$ cat config.mk
export PLATFORM = sky130hd
export DESIGN_NAME = chan_seq_walker
export DESIGN_NICKNAME = d
export VERILOG_FILES = /design/src/rtl/chseq_pkg.sv /design/src/rtl/chseq_table.sv /design/src/rtl/chseq_walker.sv /design/src/rtl/chan_seq_walker.sv
export SDC_FILE = /design/constraint.sdc
export NUM_CORES = 2
export LEC_CHECK = 0
export ABC_AREA = 1
export BUFFER_PORTS_ARGS = -buffer_cell sky130_fd_sc_hd__buf_2
export CORE_MARGIN = 5
export CORE_UTILIZATION = 30
export CTS_CLUSTER_DIAMETER = 40
export DETAILED_ROUTE_END_ITERATION = 12
export PLACE_DENSITY = 0.49
export SLEW_MARGIN = 5
export SYNTH_ARGS = -nofsm -noshare
export SYNTH_HDL_FRONTEND = slang
export SYNTH_HIERARCHICAL = 1
export SYNTH_SLANG_ARGS = --single-unit
$ cat constraint.sdc
create_clock -name clk -period 4.6 [get_ports clk]
set_input_delay 0.46 -clock clk [delete_from_list [all_inputs] [get_ports clk]]
set_output_delay 0.46 -clock clk [all_outputs]
set_load 0.005 [all_outputs]
$ cat src/rtl/chseq_pkg.sv
package chseq_pkg;
   typedef enum logic [1:0] {
      WK_IDLE   = 2'd0,
      WK_SEQ    = 2'd1,
      WK_SIMPLE = 2'd2
   } walk_st_t;
endpackage

$ cat src/rtl/chseq_table.sv
module chseq_table #(
   parameter int ENTRIES = 64,
   parameter int ENT_W   = 20,
   localparam int IDX_W  = $clog2(ENTRIES)
)(
   input  logic             clk,
   input  logic             rst_n,
   input  logic             wr_en,
   input  logic [IDX_W-1:0] wr_idx,
   input  logic [ENT_W-1:0] wr_data,
   input  logic [IDX_W-1:0] rd_idx,
   output logic [ENT_W-1:0] rd_data
);
   logic [ENT_W-1:0] mem [ENTRIES];

   // indexed load, cleared by reset
   always_ff @(posedge clk) begin
      if (!rst_n) begin
         for (int i = 0; i < ENTRIES; i++) mem[i] <= '0;
      end else begin
         for (int i = 0; i < ENTRIES; i++) begin
            if (wr_en && wr_idx == IDX_W'(i)) mem[i] <= wr_data;
         end
      end
   end

   assign rd_data = mem[rd_idx];
endmodule

$ cat src/rtl/chseq_walker.sv
module chseq_walker
   import chseq_pkg::*;
#(
   parameter int ENTRIES    = 64,
   parameter int FIFO_W     = 6,
   parameter int CHAN_W     = 6,
   parameter int SIMPLE_CNT = 16,
   localparam int IDX_W     = $clog2(ENTRIES),
   localparam int STEP_W    = $clog2(ENTRIES) + 1,
   localparam int SMP_W     = (SIMPLE_CNT > 1) ? $clog2(SIMPLE_CNT) : 1
)(
   input  logic              clk,
   input  logic              rst_n,
   input  logic              seq_mode,
   input  logic              frame_tick,
   input  logic [IDX_W-1:0]  head_idx,
   input  logic              cmd_ready,
   input  logic [FIFO_W-1:0] ent_fifo,
   input  logic              ent_dir,
   input  logic [CHAN_W-1:0] ent_chan,
   input  logic [IDX_W-1:0]  ent_next,
   input  logic              ent_last,
   output logic [IDX_W-1:0]  rd_idx,
   output logic              cmd_valid,
   output logic [FIFO_W-1:0] cmd_fifo,
   output logic [CHAN_W-1:0] cmd_chan,
   output logic              cmd_dir,
   output logic              runaway_err,
   output logic              overrun_err
);
   walk_st_t          st;
   logic [IDX_W-1:0]  cur;
   logic [STEP_W-1:0] steps;
   logic [SMP_W-1:0]  smp_cnt;
   logic              mode_ok;
   logic              fire;
   logic              simple_last;
   walk_st_t          start_st;

   generate
      if (SIMPLE_CNT > 0) begin : g_simple
         assign simple_last = (smp_cnt == SMP_W'(SIMPLE_CNT - 1));
         assign start_st    = WK_SIMPLE;
      end else begin : g_no_simple
         assign simple_last = 1'b1;
         assign start_st    = WK_IDLE;
      end
   endgenerate

   // a walk is live only while the mode input still matches its kind
   assign mode_ok   = (st == WK_SEQ && seq_mode) || (st == WK_SIMPLE && !seq_mode);
   assign cmd_valid = mode_ok;
   assign fire      = cmd_valid && cmd_ready;
   assign rd_idx    = cur;

   always_comb begin
      if (st == WK_SEQ) begin
         cmd_fifo = ent_fifo;
         cmd_chan = ent_chan;
         cmd_dir  = ent_dir;
      end else begin
         cmd_fifo = FIFO_W'(smp_cnt);
         cmd_chan = CHAN_W'(smp_cnt);
         cmd_dir  = 1'b0;
      end
   end

   always_ff @(posedge clk) begin
      if (!rst_n) begin
         st          <= WK_IDLE;
         cur         <= '0;
         steps       <= '0;
         smp_cnt     <= '0;
         runaway_err <= 1'b0;
         overrun_err <= 1'b0;
      end else if (frame_tick) begin
         if (mode_ok) overrun_err <= 1'b1;
         cur     <= head_idx;
         steps   <= '0;
         smp_cnt <= '0;
         st      <= seq_mode ? WK_SEQ : start_st;
      end else if (st != WK_IDLE && !mode_ok) begin
         st <= WK_IDLE;
      end else if (fire) begin
         if (st == WK_SEQ) begin
            if (ent_last) begin
               st <= WK_IDLE;
            end else if (steps == STEP_W'(ENTRIES - 1)) begin
               st          <= WK_IDLE;
               runaway_err <= 1'b1;
            end else begin
               cur   <= ent_next;
               steps <= steps + 1'b1;
            end
         end else begin
            if (simple_last) st <= WK_IDLE;
            else smp_cnt <= smp_cnt + 1'b1;
         end
      end
   end


   cmd_hold_chk: assert property (@(posedge clk) disable iff (!rst_n)
      cmd_valid && !cmd_ready && !frame_tick |=>
         (seq_mode != $past(seq_mode)) ||
         (cmd_valid && $stable(cmd_fifo) && $stable(cmd_chan) && $stable(cmd_dir)));


   overrun_flag_chk: assert property (@(posedge clk) disable iff (!rst_n)
      frame_tick && cmd_valid |=> overrun_err);


   overrun_sticky_chk: assert property (@(posedge clk) disable iff (!rst_n)
      overrun_err |=> overrun_err);


   runaway_sticky_chk: assert property (@(posedge clk) disable iff (!rst_n)
      runaway_err |=> runaway_err);


   step_bound_chk: assert property (@(posedge clk) disable iff (!rst_n)
      steps < STEP_W'(ENTRIES));


   abort_chk: assert property (@(posedge clk) disable iff (!rst_n)
      $fell(seq_mode) && !frame_tick |=> !cmd_valid);


   simple_map_chk: assert property (@(posedge clk) disable iff (!rst_n)
      cmd_valid && !seq_mode |-> (32'(cmd_fifo) == 32'(cmd_chan)) && !cmd_dir);
endmodule

$ cat src/rtl/chan_seq_walker.sv
module chan_seq_walker #(
   parameter int ENTRIES    = 64,
   parameter int FIFO_W     = 6,
   parameter int CHAN_W     = 6,
   parameter int SIMPLE_CNT = 16,
   localparam int IDX_W     = $clog2(ENTRIES),
   localparam int ENT_W     = FIFO_W + CHAN_W + IDX_W + 2
)(
   input  logic              clk,
   input  logic              rst_n,
   input  logic              seq_mode,
   input  logic              frame_tick,
   input  logic [IDX_W-1:0]  head_idx,
   input  logic              cfg_we,
   input  logic [IDX_W-1:0]  cfg_idx,
   input  logic [ENT_W-1:0]  cfg_data,
   output logic              cmd_valid,
   input  logic              cmd_ready,
   output logic [FIFO_W-1:0] cmd_fifo,
   output logic [CHAN_W-1:0] cmd_chan,
   output logic              cmd_dir,
   output logic              runaway_err,
   output logic              overrun_err
);
   localparam int DIR_BIT  = FIFO_W;
   localparam int CHAN_LO  = FIFO_W + 1;
   localparam int NEXT_LO  = CHAN_LO + CHAN_W;
   localparam int LAST_BIT = NEXT_LO + IDX_W;

   generate
      if (ENTRIES < 2 || (1 << IDX_W) != ENTRIES) begin : g_bad_depth
         $error("ENTRIES must be a power of two, at least 2");
      end
      if (SIMPLE_CNT > (1 << FIFO_W) || SIMPLE_CNT > (1 << CHAN_W)) begin : g_bad_simple
         $error("SIMPLE_CNT exceeds the FIFO or channel number range");
      end
      if (FIFO_W < 1 || CHAN_W < 1) begin : g_bad_width
         $error("FIFO_W and CHAN_W must be positive");
      end
   endgenerate

   logic [IDX_W-1:0] rd_idx;
   logic [ENT_W-1:0] rd_data;
   logic             wr_ok;

   // table frozen while a command is pending
   assign wr_ok = cfg_we && !cmd_valid;

   chseq_table #(.ENTRIES(ENTRIES), .ENT_W(ENT_W)) u_tab (
      .clk     (clk),
      .rst_n   (rst_n),
      .wr_en   (wr_ok),
      .wr_idx  (cfg_idx),
      .wr_data (cfg_data),
      .rd_idx  (rd_idx),
      .rd_data (rd_data)
   );

   chseq_walker #(
      .ENTRIES    (ENTRIES),
      .FIFO_W     (FIFO_W),
      .CHAN_W     (CHAN_W),
      .SIMPLE_CNT (SIMPLE_CNT)
   ) u_walk (
      .clk         (clk),
      .rst_n       (rst_n),
      .seq_mode    (seq_mode),
      .frame_tick  (frame_tick),
      .head_idx    (head_idx),
      .cmd_ready   (cmd_ready),
      .ent_fifo    (rd_data[FIFO_W-1:0]),
      .ent_dir     (rd_data[DIR_BIT]),
      .ent_chan    (rd_data[NEXT_LO-1:CHAN_LO]),
      .ent_next    (rd_data[LAST_BIT-1:NEXT_LO]),
      .ent_last    (rd_data[LAST_BIT]),
      .rd_idx      (rd_idx),
      .cmd_valid   (cmd_valid),
      .cmd_fifo    (cmd_fifo),
      .cmd_chan    (cmd_chan),
      .cmd_dir     (cmd_dir),
      .runaway_err (runaway_err),
      .overrun_err (overrun_err)
   );
endmodule

---- Word level (Yosys, flattened, before mapping) ----
Memory sizes are Yosys's and may differ from the RTL's. A register that Yosys moved wholly into a read port is not among the register bits.
Cells that the tools add are included.
word-level totals
  register bits after elaboration ......... 21
  memory bits (writable) .................. 1,280
  input port bits ......................... 38
  output and inout bits ................... 16
  word-level logic and storage cells ...... 512
  memories ................................ 1
operators by class
  $add $sub $neg .......................... 2
  equality and inequality tests ........... 71
  muxes and demuxes ....................... 276
  bitwise gates (word level) .............. 71
  reductions and logical operators ........ 85
memories
  name       words  bits a word  rd ports  clocked after Yosys merged registers in  write ports  line               text
  u_tab.mem  64     20           1         1                                        64           chseq_table.sv:14  logic [ENT_W-1:0] mem [ENTRIES];
operators by type and width
  cell                   number
  $mux W20               64
  $mux W1                194
  $eq A6 B6 Y1 const B   32
  $eq A6 B5 Y1 const B   16
  $logic_and A1 B1 Y1    69
  $or A1 B1 Y1           64
  $mux W6                10
  $eq A6 B4 Y1 const B   8
  $eq A6 B3 Y1 const B   4
  $mux W2                8
  $eq A6 B2 Y1 const B   2
  $reduce_and A5 Y1      2
  $add A7 B1 Y7 const B  1
  $eq A7 B6 Y1 const B   1
  $not A1 Y1             7
  $eq A6 B1 Y1 const B   1
  $logic_not A6 Y1       1
  $ne A2 B2 Y1 const B   3
  $reduce_and A6 Y1      1
  $reduce_bool A2 Y1     3
  $ne A5 B5 Y1 const B   1
  $add A4 B1 Y4 const B  1
  $eq A4 B4 Y1 const B   1
  $reduce_and A4 Y1      1
  other kinds (9)        10

---- Longest topological paths before layout ----
  depth in word-level cells ............... 10
  depth in mapped cells ................... 19
  depth with buffers taken out ............ 16

---- By module ----
The synthesis kept the hierarchy.
modules (own cells, without submodules)
  module           instances  cells each  area each (sq um)  seq. area each (sq um)
  chseq_table      1          5,278       55,309.3           38,436.9
  chseq_walker     1          205         1,234.9            420.4
  chan_seq_walker  1          2           10.0               0.0

---- Worst setup path after synthesis ----
Ideal clock, no wire load.
  path kind ............................... input-to-reg
  start point ............................. input seq_mode
  end point ............................... memory u_tab.mem[48][0] (enable)
  library setup time ...................... 425 ps
  arrival ................................. 2,759 ps
  required time ........................... 4,175 ps
  path slack .............................. 1,416 ps
  stages .................................. 8
  path buffers ............................ 1
  cells stage by stage .................... inv_1 nand2_1 nand2_1 inv_1 nor2_2 nand3_1 clkbuf_1 o21ai_0
RTL lines
  element             line                   text
  start: declaration  chan_seq_walker.sv:11  input logic seq_mode,
  end: declaration    chseq_table.sv:14

==> out/qor.csv <==
metric,value,unit
HP Start,frame_tick,
CTS root buffer,clkbuf_16,
non-filler instance count after layout,8095,
max-cap viol count,0,
placed cells,7805,
WP data required,4140,ps
total detailed-routing wirelength,184,mm
Fin. Hold Viols,0,
share of post-route cells with drive strength above 1,0.0993,
input/output buffers,53,
chip height,444,um
Netlist cell types,27,
H-tree Lvls,4,
CTS Buf Count,159,
initial DRC count,3587,
Final Cycle Share,0.948,
Worst Path Arrival,3900,ps
fillers,18600,
aggregate global-route resource usage,0.182,
"commonest non-fill, non-tap cell in the layout",nand2_1,
Slew @ Worst Pin,1210,ps
Clock Path Buffers,3,
Rel. slew slack,0.193,
DRC violations left,0,
Core ar.,0.188,mm^2
Hold Crit Depth,3,
syn nets,5525,
Pwr Total,29.1,mW
clock skew,19.1,ps
final cell utilization of the core,0.347,
Leakage,24.7,nW
fmax,229,MHz
Starting Density,0.301,
Synth Instances,5485,
Routed Antenna Nets,0,
Worst R2R Path Depth,11,
worst r2r dst,u_tab/mem[19][12],
kind of critical path,reg2out,
outcome,completed,
minimum clock period,4360,ps
Nets,5512,
mean number of vias per cell,4.96,
critical path launch point type,flip-flop,
endpoints failing setup,0,
Site Rows,159,
Worst Path Max Fanout,170,
largest net degree at the start of global routing,171,
power density over the cells,448,mW/mm^2
Die Span X,444,um
DPL Wire Length,108,mm
RSZ-0062 raised after global routing,false,
final setup TNS,0,ps
synthesis-stage register bit count,1301,
number of global-route vias before repair,38400,
I/O Pins,54,
Vias,40200,
clk_lat worst skew,790,ps
CTS tree,done,
yosys warns,6,
die area,0.197,mm^2
register-to-register setup slack,820,ps
RD Place Congestion,0.935,
Synth Area per Inst,10.3,um^2
HP Class,in2reg,
initial antenna violation count,7,
Reg-to-Reg Start,u_walk/st[1],
WL/cell,22.7,um
area grow syn2layout,15.0,%
Worst setup EP type,primary output,
highest-count cells in the layout ignoring fill and taps,"nand2_1 (1770), edfxtp_1 (1280), nand3_1 (1088), nor2_1 (737), buf_4 (176)",
clock slew at reported path FFs,60,ps
WHS Endpoint,u_walk/st[1],
Final Max Slew Viols,0,
post-synthesis sequential area ratio,0.687,
Pre-antenna DRT Iters,5,
clk sinks,1301,
total grt overflow,0,
Max VDD drop,0.000400,V
first-pass GRT wire length,267,mm
cell area after synthesis,0.0566,mm^2
==> flip-flops by register name (all words and copies together) (netlist names) <==
name,cells
u_tab/mem,1280
u_walk/overrun_err,1
u_walk/rd_idx,6
u_walk/runaway_err,1
u_walk/smp_cnt,4
u_walk/st,2
u_walk/steps,7
==> what timing repair did <==
item,CTS,global route
buffers inserted,0,0
hold buffers,1,0
gates resized for setup,0,0
endpoints found under the hold margin,2,0
setup endpoints to repair,0,0
==> synthesized netlist by cell type (all sizes together) <==
master,instances,area share
inv,81,0.0054
clkinv,1,0.000066
dfxtp,21,0.0074
nor2,741,0.050
edfxtp,1280,0.68
o21a,2,0.00027
nand4,2,0.00022
xnor2,1,0.00015
ha,2,0.00044
nand2,1793,0.12
a21oi,9,0.00080
xor2,4,0.00062
buf,263,0.026
nand3,1089,0.096
clkbuf,159,0.011
nor3,3,0.00055
o21ai,34,0.0030
==> logic make-up (layout without fill, tap and decap cells) <==
| group | after synthesis | in the layout | share of synthesized area |
|---|---|---|---|
| adders and majority gates | 2 | 2 | 0.000442 |
| other | 0 | 3 | 0 |
| and+or+nand+nor | 3628 | 3628 | 0.266 |
| AOI/OAI and AO/OA | 45 | 45 | 0.00407 |
| buffers and inverters | 504 | 616 | 0.0416 |
| DFF | 1301 | 1301 | 0.687 |
| xor gates and xnor gates | 5 | 5 | 0.000774 |
==> per-stage QoR <==
stage	hold WS (ps)	instance area, um^2	setup slack [ps]
finish	61.8	65000	241
global route	52.9	65000	122
CTS	4.50	65000	276
detailed placement	441	59800	834
global placement	443	59800	772
floorplan	429	56600	1420
==> cell type report <==
| type | count | area, um^2 | area share |
|---|---|---|---|
| Inverter | 82 | 328 | 0.00504 |
| Clock buffer | 195 | 4230 | 0.0650 |
| Tap cell | 2495 | 3120 | 0.0480 |
| Multi-Input combinational cell | 3680 | 15500 | 0.238 |
| Clock inverter | 91 | 977 | 0.0150 |
| Antenna cell | 3 | 7.51 | 0.000115 |
| Timing Repair Buffer | 248 | 1970 | 0.0303 |
| Sequential cell | 1301 | 38900 | 0.598 |
==> worst max path at each step <==
stage | startpoint | end
3_5_place_dp | seq_mode | u_tab/mem[19][9]
3_3_place_gp | seq_mode | u_tab/mem[19][12]
6_report | u_walk/rd_idx[0] | cmd_chan[4]
4_1_cts | u_walk/rd_idx[0] | cmd_chan[3]
5_1_grt | u_walk/rd_idx[0] | cmd_fifo[1]
2_1_floorplan | seq_mode | u_tab/mem[48][0]
==> where the power goes <==
part / switching (mW) / internal, mW / leakage, nW
registers: 0.134 / 13.5 / 13.7
logic: 2.37 / 0.707 / 8.49
clock network: 5.02 / 7.37 / 2.50
total: 7.52 / 21.6 / 24.7
==> worst max-delay path: stages, from the launching register on <==
cell	delay [ps]
dfxtp_4	420
buf_12	430
nand2_1	110
nand3_1	140
nand3_1	170
nand2_1	190
nand2_1	70
nand3_1	150
nand3_1	380
nand2_1	250
inv_1	70
nor2_1	180
buf_2	150
==> metal layers <==
| layer | GRT usage | wire [um] | vias to the layer above |
|---|---|---|---|
| li1 | - | - | 18600 |
| met1 | 0.245 | 78400 | 19900 |
| met2 | 0.289 | 85100 | 1361 |
| met3 | 0.0295 | 11200 | 316 |
| met4 | 0.0858 | 9350 | 0 |
| met5 | 0 | 0 | - |
Note: power is estimated with default switching activity, not from simulation.
